## src/rtl/wave_capture_pkg.sv

```systemverilog
package wave_capture_pkg;
    typedef enum logic [1:0] {
        CAP_IDLE    = 2'd0,
        CAP_DISCARD = 2'd1,
        CAP_STORE   = 2'd2,
        CAP_DONE    = 2'd3
    } cap_state_t;
endpackage

```

## src/rtl/wave_trig_sync.sv

```systemverilog
module wave_trig_sync #(
    parameter int STAGES = 2
) (
    input  logic clk,
    input  logic rst_n,
    input  logic trig_async,
    output logic trig_rise
);
    logic [STAGES-1:0] sync_q;
    logic              edge_q;

    always_ff @(posedge clk) begin
        if (!rst_n) begin
            sync_q <= '0;
            edge_q <= 1'b0;
        end else begin
            sync_q <= {sync_q[STAGES-2:0], trig_async};
            edge_q <= sync_q[STAGES-1];
        end
    end

    assign trig_rise = sync_q[STAGES-1] & ~edge_q;

    // an edge pulse lasts exactly one cycle
    p_single_pulse_r2: assert property (@(posedge clk) disable iff (!rst_n)
        trig_rise |=> !trig_rise);
endmodule

```

## src/rtl/wave_capture_fsm.sv

```systemverilog
module wave_capture_fsm
    import wave_capture_pkg::*;
#(
    parameter int DW = 16,
    parameter int AW = 6,
    parameter int CW = 16
) (
    input  logic          clk,
    input  logic          rst_n,
    input  logic          trig_rise,
    input  logic          smp_valid,
    input  logic [DW-1:0] smp_data,
    input  logic [CW-1:0] skip_in,
    input  logic [AW-1:0] first_in,
    input  logic [CW-1:0] count_in,
    output logic [AW-1:0] mem_addr,
    output logic [DW-1:0] mem_data,
    output logic          mem_we,
    output logic          busy,
    output logic          done,
    output logic [AW-1:0] last_addr
);
    localparam logic [CW-1:0] ONE = CW'(1);

    cap_state_t    st, st_nx;
    logic [CW-1:0] skip_left;
    logic [CW-1:0] store_left;
    logic [AW-1:0] wr_addr;
    logic [AW-1:0] base_addr;
    logic          accept;

    assign accept = trig_rise && (st == CAP_IDLE || st == CAP_DONE);

    always_comb begin
        st_nx = st;
        unique case (st)
            CAP_IDLE, CAP_DONE: begin
                if (accept) begin
                    if (count_in == '0)     st_nx = CAP_DONE;
                    else if (skip_in != '0) st_nx = CAP_DISCARD;
                    else                    st_nx = CAP_STORE;
                end
            end
            CAP_DISCARD: if (smp_valid && skip_left == ONE)  st_nx = CAP_STORE;
            CAP_STORE:   if (smp_valid && store_left == ONE) st_nx = CAP_DONE;
            default:     st_nx = CAP_IDLE;
        endcase
    end

    always_ff @(posedge clk) begin
        if (!rst_n) st <= CAP_IDLE;
        else        st <= st_nx;
    end

    always_ff @(posedge clk) begin
        if (!rst_n) begin
            skip_left  <= '0;
            store_left <= '0;
            wr_addr    <= '0;
            base_addr  <= '0;
            mem_addr   <= '0;
            mem_data   <= '0;
            mem_we     <= 1'b0;
            last_addr  <= '0;
        end else begin
            mem_we <= 1'b0;
            unique case (st)
                CAP_IDLE, CAP_DONE: begin
                    if (accept) begin
                        skip_left  <= skip_in;
                        store_left <= count_in;
                        wr_addr    <= first_in;
                        base_addr  <= first_in;
                        if (count_in == '0) last_addr <= first_in;
                    end
                end
                CAP_DISCARD: begin
                    if (smp_valid) skip_left <= skip_left - ONE;
                end
                CAP_STORE: begin
                    if (smp_valid) begin
                        mem_we     <= 1'b1;
                        mem_addr   <= wr_addr;
                        mem_data   <= smp_data;
                        wr_addr    <= wr_addr + 1'b1;
                        store_left <= store_left - ONE;
                        if (store_left == ONE) last_addr <= wr_addr;
                    end
                end
                default: ;
            endcase
        end
    end

    assign busy = (st == CAP_DISCARD) || (st == CAP_STORE);
    assign done = (st == CAP_DONE);

    // a write only follows a valid sample seen in the store state
    p_write_source_r4: assert property (@(posedge clk) disable iff (!rst_n)
        mem_we |-> $past(st == CAP_STORE && smp_valid));
    // back-to-back writes step by one, wrapping modulo depth
    p_addr_step_r6: assert property (@(posedge clk) disable iff (!rst_n)
        mem_we && $past(mem_we) |-> mem_addr == $past(mem_addr) + 1'b1);
    // zero store count goes to done with no write
    p_zero_count_r8: assert property (@(posedge clk) disable iff (!rst_n)
        accept && count_in == '0 |=> done && !mem_we);
    // a trigger while busy leaves the latched base alone
    p_busy_ignore_r9: assert property (@(posedge clk) disable iff (!rst_n)
        busy && trig_rise |=> base_addr == $past(base_addr));
    // done holds until a trigger edge
    p_done_hold_r10: assert property (@(posedge clk) disable iff (!rst_n)
        done && !trig_rise |=> done && !mem_we);
endmodule

```

## src/rtl/wave_capture_ctrl.sv

```systemverilog
module wave_capture_ctrl #(
    parameter int DW = 16,
    parameter int AW = 6,
    parameter int CW = 16,
    parameter int SYNC_STAGES = 2
) (
    input  logic          clk,
    input  logic          rst_n,
    input  logic          trig_in,
    input  logic          smp_valid,
    input  logic [DW-1:0] smp_data,
    input  logic [CW-1:0] skip_cnt,
    input  logic [AW-1:0] first_addr,
    input  logic [CW-1:0] store_cnt,
    output logic [AW-1:0] mem_addr,
    output logic [DW-1:0] mem_data,
    output logic          mem_we,
    output logic          busy,
    output logic          done,
    output logic [AW-1:0] last_addr
);
    logic trig_rise;

    wave_trig_sync #(.STAGES(SYNC_STAGES)) u_sync (
        .clk        (clk),
        .rst_n      (rst_n),
        .trig_async (trig_in),
        .trig_rise  (trig_rise)
    );

    wave_capture_fsm #(.DW(DW), .AW(AW), .CW(CW)) u_fsm (
        .clk       (clk),
        .rst_n     (rst_n),
        .trig_rise (trig_rise),
        .smp_valid (smp_valid),
        .smp_data  (smp_data),
        .skip_in   (skip_cnt),
        .first_in  (first_addr),
        .count_in  (store_cnt),
        .mem_addr  (mem_addr),
        .mem_data  (mem_data),
        .mem_we    (mem_we),
        .busy      (busy),
        .done      (done),
        .last_addr (last_addr)
    );

    // the two status flags are exclusive at the ports
    p_flags_excl_r11: assert property (@(posedge clk) disable iff (!rst_n)
        !(busy && done));
endmodule

```

## config.mk

```make
export PLATFORM = sky130hd
export DESIGN_NAME = wave_capture_ctrl
export DESIGN_NICKNAME = d
export VERILOG_FILES = /design/src/rtl/wave_capture_pkg.sv /design/src/rtl/wave_trig_sync.sv /design/src/rtl/wave_capture_fsm.sv /design/src/rtl/wave_capture_ctrl.sv
export SDC_FILE = /design/constraint.sdc
export NUM_CORES = 1
export LEC_CHECK = 0
export BUFFER_PORTS_ARGS = -buffer_cell sky130_fd_sc_hd__buf_2
export CORE_MARGIN = 1.5
export CORE_UTILIZATION = 45
export CTS_BUF_LIST = sky130_fd_sc_hd__clkbuf_4 sky130_fd_sc_hd__clkbuf_8 sky130_fd_sc_hd__clkbuf_16
export CTS_CLUSTER_SIZE = 30
export DETAILED_ROUTE_END_ITERATION = 7
export HOLD_SLACK_MARGIN = 0.03
export PLACE_DENSITY_LB_ADDON = 0.3
export SYNTH_ARGS = -nofsm -noshare
export SYNTH_HDL_FRONTEND = slang
export SYNTH_SLANG_ARGS = --single-unit
```

## constraint.sdc

```tcl
create_clock -name clk -period 4 [get_ports clk]
set_input_delay 0.6 -clock clk [delete_from_list [all_inputs] [get_ports clk]]
set_output_delay 0.6 -clock clk [all_outputs]
set_load 0.05 [all_outputs]
```

## Word level (Yosys, flattened, before mapping)

Index checks and enable logic that the tools add are counted.

| word-level totals | value |
|---|---|
| register bits after elaboration | 72 |
| input bits | 58 |
| output and inout port bits | 31 |
| word-level logic and storage cells | 65 |

| cells by class | value |
|---|---|
| add/sub/neg operators | 3 |
| equality and inequality tests | 12 |
| multiplexer cells | 21 |
| bitwise logic cells | 2 |
| reductions and logical operators | 17 |

Operators with widths:

| operator | count |
|---|---|
| $mux 16 | 4 |
| $pmux 16 s2 | 2 |
| $mux 6 | 6 |
| $eq 16x1->1 const B | 2 |
| $sub 16x1->16 const B | 2 |
| $pmux 6 s2 | 2 |
| $logic_not 16->1 | 1 |
| $reduce_bool 16->1 | 1 |
| $mux 2 | 5 |
| $ne 2x1->1 const B | 5 |
| $reduce_and 3->1 | 3 |
| $add 6x1->6 const B | 1 |
| $pmux 2 s3 | 1 |
| $reduce_and 5->1 | 1 |
| $eq 2x2->1 const B | 2 |
| $ne 2x2->1 const B | 2 |
| $reduce_and 2->1 | 2 |
| $reduce_bool 2->1 | 2 |
| $logic_and 1x1->1 | 3 |
| $eq 2x1->1 const B | 1 |
| $logic_not 2->1 | 1 |
| $logic_or 1x1->1 | 2 |
| $reduce_or 2->1 | 1 |
| $and 1x1->1 | 1 |
| other kinds (2) | 2 |

## Depth between registers and ports, before layout

| depth | value |
|---|---|
| word-level depth | 5 |
| gate-level depth with buffers | 9 |
| depth with buffers taken out | 7 |

## By module

From an unflattened synthesis, not the netlist that was laid out.

| unflattened totals | value |
|---|---|
| cells, all modules | 485 |
| area total of the unflattened synthesis | 3,826.2 µm² |

Modules (own cells, without submodules):

| module | times used | cells an instance | area an instance (µm²) | sequential area each (µm²) |
|---|---|---|---|---|
| wave_capture_fsm | 1 | 478 | 3,733.6 | 1,381.3 |
| wave_trig_sync | 1 | 7 | 92.6 | 60.1 |

## Worst setup path before layout

Ideal clock, no wire load.

| timing path | value |
|---|---|
| kind | reg-to-reg |
| from | reg u_fsm.st[0] |
| to | reg u_fsm.last_addr[2] |
| library setup time | 0.086 ns |
| arrival | 2.046 ns |
| data required time | 3.914 ns |
| slack | 1.868 ns |
| cell stages (with the launch flop) | 10 |
| buffers on the path | 2 |
| clock period less this slack | 2.132 ns |
| cell sequence | dfxtp_1 -> inv_1 -> ha_1 -> clkbuf_1 -> inv_1 -> a41oi_1 -> a211oi_2 -> buf_2 -> nor2_1 -> a211oi_1 |

| on the way | value |
|---|---|
| longest elaborated chain between the ends | 5 |
| elaborated cells on any way between the ends | 13 |
| those cells by class | eq/ne: 6; mux: 1; reduce/logical: 6 |

Ends and longest elaborated chain:

| what | line | source |
|---|---|---|
| start, declared | wave_capture_fsm.sv:25 | `cap_state_t st, st_nx;` |
| start signal, assigned | wave_capture_fsm.sv:52 | `else st <= st_nx;` |
| $eq 2x2->1 / $logic_not 2->1 (equally long branches) | wave_capture_fsm.sv:32, wave_capture_fsm.sv:67 |  |
| $logic_or 1x1->1 | wave_capture_fsm.sv:32 | `assign accept = trig_rise && (st == CAP_IDLE \|\| st == CAP_DONE);` |
| $logic_and 1x1->1 | wave_capture_fsm.sv:32 |  |
| $ne 2x1->1 (no line) | -- |  |
| $reduce_and 5->1 (no line) | -- |  |
| end signal, assigned | wave_capture_fsm.sv:74 | `if (count_in == '0) last_addr <= first_in;` |
| end signal, assigned | wave_capture_fsm.sv:87 | `if (store_left == ONE) last_addr <= wr_addr;` |
| end, declared | wave_capture_fsm.sv:21 | `output logic [AW-1:0] last_addr` |

Parallel ways exist; a longest one is shown, timed or not.
A chain may end at the register's enable or synchronous reset.

## Worst setup path in the final report

| timing path | value |
|---|---|
| from | reg u_fsm.st[0] |
| to | reg u_fsm.last_addr[0] |

The elaborated chain is that of the path after synthesis.

==> results.json <==
{
  "critical-path-top-delay-family": "compound AO/OA/AOI/OAI gates",
  "area_growth_syn_to_layout_pct": 17.7,
  "number_of_setup_buffers_added_after_cts": 0,
  "crit-reg2reg-capture": "u_fsm.last_addr[0]$_SDFFE_PN0P_",
  "die_area_sq_um": 8880,
  "synth.top_cells.by_area": "sky130_fd_sc_hd__dfxtp_1 39%, sky130_fd_sc_hd__a21oi_1 8.0%, sky130_fd_sc_hd__nand2_1 8.0%, sky130_fd_sc_hd__nor2_1 3.7%, sky130_fd_sc_hd__o21ai_0 3.5%",
  "ys_ff_latch": 72,
  "antenna_left": 0,
  "setup_ws_ns": 1.03,
  "maximum_number_of_pins_on_one_net_before_global_route_repair": 36,
  "finalHoldViolCount": 0,
  "ys.warnings.count": 0,
  "synth-edff-count": 0,
  "final_net_count": 621,
  "power_density_normalized_to_cell_area_nw_per_um2": 729,
  "die_y_microns": 94.2,
  "totalWireLength_mm": 9.75,
  "intPower_mw": 1.74,
  "fp.coreArea_sq_um": 8130,
  "fp-row-count": 33,
  "mappedNetlistArea_sq_um": 3740,
  "hp-class": "register to register",
  "cts_made_buffers": 9,
  "nFillCells": 794,
  "post_synth_inst_count": 486,
  "max_slew_margin_pct": 24.3,
  "portBuffers": 88,
  "grt.total_usage_pct": 22.1,
  "power_frac_comb_pct": 48.5,
  "final.setup.tns_ns": 0,
  "crit_path_cell_trace": "inv_1 > ha_1 > nand2_1 > buf_4 > a22o_1 > a211oi_2 > nor2_1 > a211oi_1",
  "fin_crit_ns": 2.97,
  "synth_top_flop_cell": "sky130_fd_sc_hd__dfxtp_1",
  "slew_viol_final": 0,
  "timing.final.crit_share_pct": 74.3,
  "layout.area.seq_sq_um": 1440,
  "multi_input_area_sq_um": 2110,
  "yosysTopAreaCell": "sky130_fd_sc_hd__dfxtp_1",
  "crit_fanout": 25,
  "synth.net_count": 552,
  "critPathCaptureType": "register",
  "worst-slew-pin-transition_ns": 1.14,
  "route.vias.total": 3779,
  "htree_levels": 3,
  "dp_hpwl_mm": 6.66,
  "groute.layer.met3.usage_pct": 4.05,
  "status": "complete, no violations",
  "timing.setup.critical_path_class": "register to register",
  "timing.hold.worst.start": "u_sync.sync_q[0]$_SDFF_PN0_",
  "cts-hold-fix-buffers": 0,
  "clock_tree_from_tritoncts": "done",
  "syn_avg_cell_area_sq_um": 7.70,
  "grt-busiest-layer": "met2",
  "clkPwrFrac_pct": 17.6,
  "post_synth_num_cell_types": 57,
  "finalSetupViolCount": 0,
  "worstPathRequired_ns": 4.25,
  "use_met2_pct": 34.5,
  "synth_largest_type_area_fraction_pct": 38.5,
  "final_layout_size_suffix_gt1_share_pct": 22.2,
  "clock_pin_transition_on_the_worst_setup_and_hold_timing_paths_ns": 0.08,
  "ios": 89,
  "number_of_buffers_on_the_longest_clock_path": 2,
  "postCtsResizedCells": 0,
  "use_met1_pct": 29.7,
  "grt_pass1_vias": 3246,
  "drc_errors": 0,
  "switching_share_pct": 45.9,
  "detailedRoute.firstIterationViolations": 231,
  "clk-insertion-delay-late_ns": 0.35,
  "globalRouteOverflowTotal": 0,
  "regToRegSetupSlack_ns": 1.03,
  "timing.clock.skew_ns": 0.0137,
  "slowest_stage": "sky130_fd_sc_hd__a211oi_2",
  "clock.fmax_mhz": 337,
  "net_switching_power_mw": 1.47,
  "clock_tree.root_cell": "sky130_fd_sc_hd__clkbuf_8",
  "drt_first_pass_iters": 5,
  "critical_path_arrival_ns": 3.22,
  "synth_async_sr_flop_share_pct": 0,
  "crit_buf_inv": 2,
  "avgRoutedWirePerCell_microns": 14.7,
  "unrepaired_setup_endpoints_after_global_routing": "no",
  "die_w_microns": 94.2,
  "finalWeightedCongestion": 0.838,
  "start_util_pct": 46.0,
  "grt_pass1_wl_mm": 15.6,
  "via_per_inst": 5.69,
  "hold_depth": 1,
  "pre_cts_ws_ns": 1.07,
  "power.ir.vdd_worst_mv": 0.340,
  "slowest_delay_ns": 0.67,
  "clkSinkCount": 72,
  "maxCapViolCount": 0,
  "antenna_violations_before_repair": 0,
  "start_kind": "register",
  "num_antenna_cells": 0,
  "seqPwrFrac_pct": 34.0,
  "ff2ff_path_depth": 8,
  "cellLeakagePower_nw": 1.77,
  "synth-seq-area-share_pct": 38.5,
  "regToRegStartpoint": "u_fsm.st[0]$_SDFFE_PN0P_",
  "hold_end": "u_sync.sync_q[1]$_SDFF_PN0_"
}
==> worst reg2reg max path, delay by kind of cell (launching register included) <==
kind,cells,cell delay [ns]
adder cells (fa/ha/maj),1,0.62
buffers and inverters,2,0.33
flip-flops,1,0.36
AO/OA/AOI/OAI,3,1.39
AND/OR/NAND/NOR,2,0.18
==> final cells by class <==
type | instances | share of cell area, %
Clock buffer | 9 | 2.81
Clock inverter | 6 | 1.39
Inverter | 14 | 1.19
Multi-Input combinational cell | 364 | 47.9
Sequential cell | 72 | 32.7
Tap cell | 105 | 2.98
Timing Repair Buffer | 94 | 11.0
==> logic make-up (layout without fill, tap and decap cells) <==
logic type                 after synthesis  in the layout  share of synthesized area (%)
AOI/OAI and AO/OA                      157            157                           27.4
adders and majority gates                8              8                           2.67
buffers and inverters                   50            123                           5.11
DFF                                     72             72                           38.5
muxes                                    3              3                          0.802
and+or+nand+nor                        196            196                           25.5
==> flip-flops by register name (all words and copies together) (netlist names) <==
| register | cells |
|---|---|
| u_fsm.skip_left | 16 |
| u_sync.edge_q | 1 |
| u_sync.sync_q | 2 |
| u_fsm.mem_data | 16 |
| u_fsm.store_left | 16 |
| u_fsm.last_addr | 6 |
| u_fsm.mem_we | 1 |
| u_fsm.st | 2 |
| u_fsm.mem_addr | 6 |
| u_fsm.wr_addr | 6 |
==> power by group through the flow <==
stage               Clock [mW]  Sequential (mW)  Combinational (mW)
floorplan                    0             1.18                1.11
global placement             0             1.09                1.51
detailed placement           0             1.10                1.54
CTS                      0.575             1.09                1.55
global route             0.607             1.12                1.73
finish                   0.565             1.09                1.56
==> how the worst max path moves through the flow <==
stage / to / cells past startpoint / from / slack [ns]
after global placement: u_fsm.last_addr[2]$_SDFFE_PN0P_ / 8 / u_fsm.st[0]$_SDFFE_PN0P_ / 1.25
after global routing: u_fsm.last_addr[3]$_SDFFE_PN0P_ / 8 / u_fsm.st[0]$_SDFFE_PN0P_ / 0.72
after CTS: u_fsm.last_addr[0]$_SDFFE_PN0P_ / 8 / u_fsm.st[0]$_SDFFE_PN0P_ / 1.03
after floorplan: u_fsm.last_addr[2]$_SDFFE_PN0P_ / 9 / u_fsm.st[0]$_SDFFE_PN0P_ / 1.87
final: u_fsm.last_addr[0]$_SDFFE_PN0P_ / 8 / u_fsm.st[0]$_SDFFE_PN0P_ / 1.03
after detailed placement: u_fsm.last_addr[0]$_SDFFE_PN0P_ / 8 / u_fsm.st[0]$_SDFFE_PN0P_ / 1.07
==> per-stage QoR <==
stage | std cells | total power [mW] | cell area (sq um) | utilization (%) | hold slack, ns
2_1_floorplan | 486 | 2.29 | 3740 | - | 0.412
3_3_place_gp | 649 | 2.60 | 4220 | 51.9 | 0.421
3_5_place_dp | 649 | 2.64 | 4220 | 51.9 | 0.424
4_1_cts | 664 | 3.21 | 4410 | 54.2 | 0.442
5_1_grt | 664 | 3.45 | 4410 | 54.2 | 0.448
6_report | 664 | 3.21 | 4410 | 54.2 | 0.442
==> Yosys cell counts (3+ instances only) <==
cell type                   instances
sky130_fd_sc_hd__nand2_1           80
sky130_fd_sc_hd__dfxtp_1           72
sky130_fd_sc_hd__a21oi_1           60
sky130_fd_sc_hd__nor2_1            37
sky130_fd_sc_hd__clkbuf_1          30
sky130_fd_sc_hd__o21ai_0           26
sky130_fd_sc_hd__nor3_1            16
sky130_fd_sc_hd__inv_1             14
sky130_fd_sc_hd__a211oi_1          13
sky130_fd_sc_hd__nor4_1            13
sky130_fd_sc_hd__nor2b_1            9
sky130_fd_sc_hd__ha_1               8
sky130_fd_sc_hd__nand3_1            8
sky130_fd_sc_hd__o22ai_1            6
sky130_fd_sc_hd__a21o_1             5
sky130_fd_sc_hd__a31oi_1            5
sky130_fd_sc_hd__nand2b_1           5
sky130_fd_sc_hd__o32ai_1            5
sky130_fd_sc_hd__and2_1             4
sky130_fd_sc_hd__nand4_1            4
sky130_fd_sc_hd__o2bb2ai_1          4
sky130_fd_sc_hd__or3_1              4
sky130_fd_sc_hd__a22o_1             3
sky130_fd_sc_hd__a22oi_1            3
sky130_fd_sc_hd__a32o_1             3
sky130_fd_sc_hd__buf_1              3
sky130_fd_sc_hd__buf_2              3
sky130_fd_sc_hd__mux2i_1            3
sky130_fd_sc_hd__o21a_1             3
==> layer usage <==
| layer | up-vias | routed length (microns) |
|---|---|---|
| li1 | 1910 | - |
| met1 | 1747 | 4580 |
| met2 | 103 | 4530 |
| met3 | 19 | 464 |
| met4 | 0 | 167 |
| met5 | - | 0 |
==> placed cells by master (no fill, tap or decap), drive strengths merged, types with 3 or more instances in the layout <==
cell	count
a22o	3
clkinv	4
and2	5
o2bb2ai	4
o21a	3
or3	5
nand2	81
clkbuf	9
a32o	3
a31oi	5
nand4	4
nor4	15
nand3	8
dfxtp	72
buf	94
inv	14
a21o	5
o32ai	5
a22oi	3
a21oi	60
o21ai	26
nor2b	9
nand2b	5
mux2i	3
o22ai	6
ha	8
a211oi	14
nor3	17
nor2	37
(Power assumes the default switching activity.)
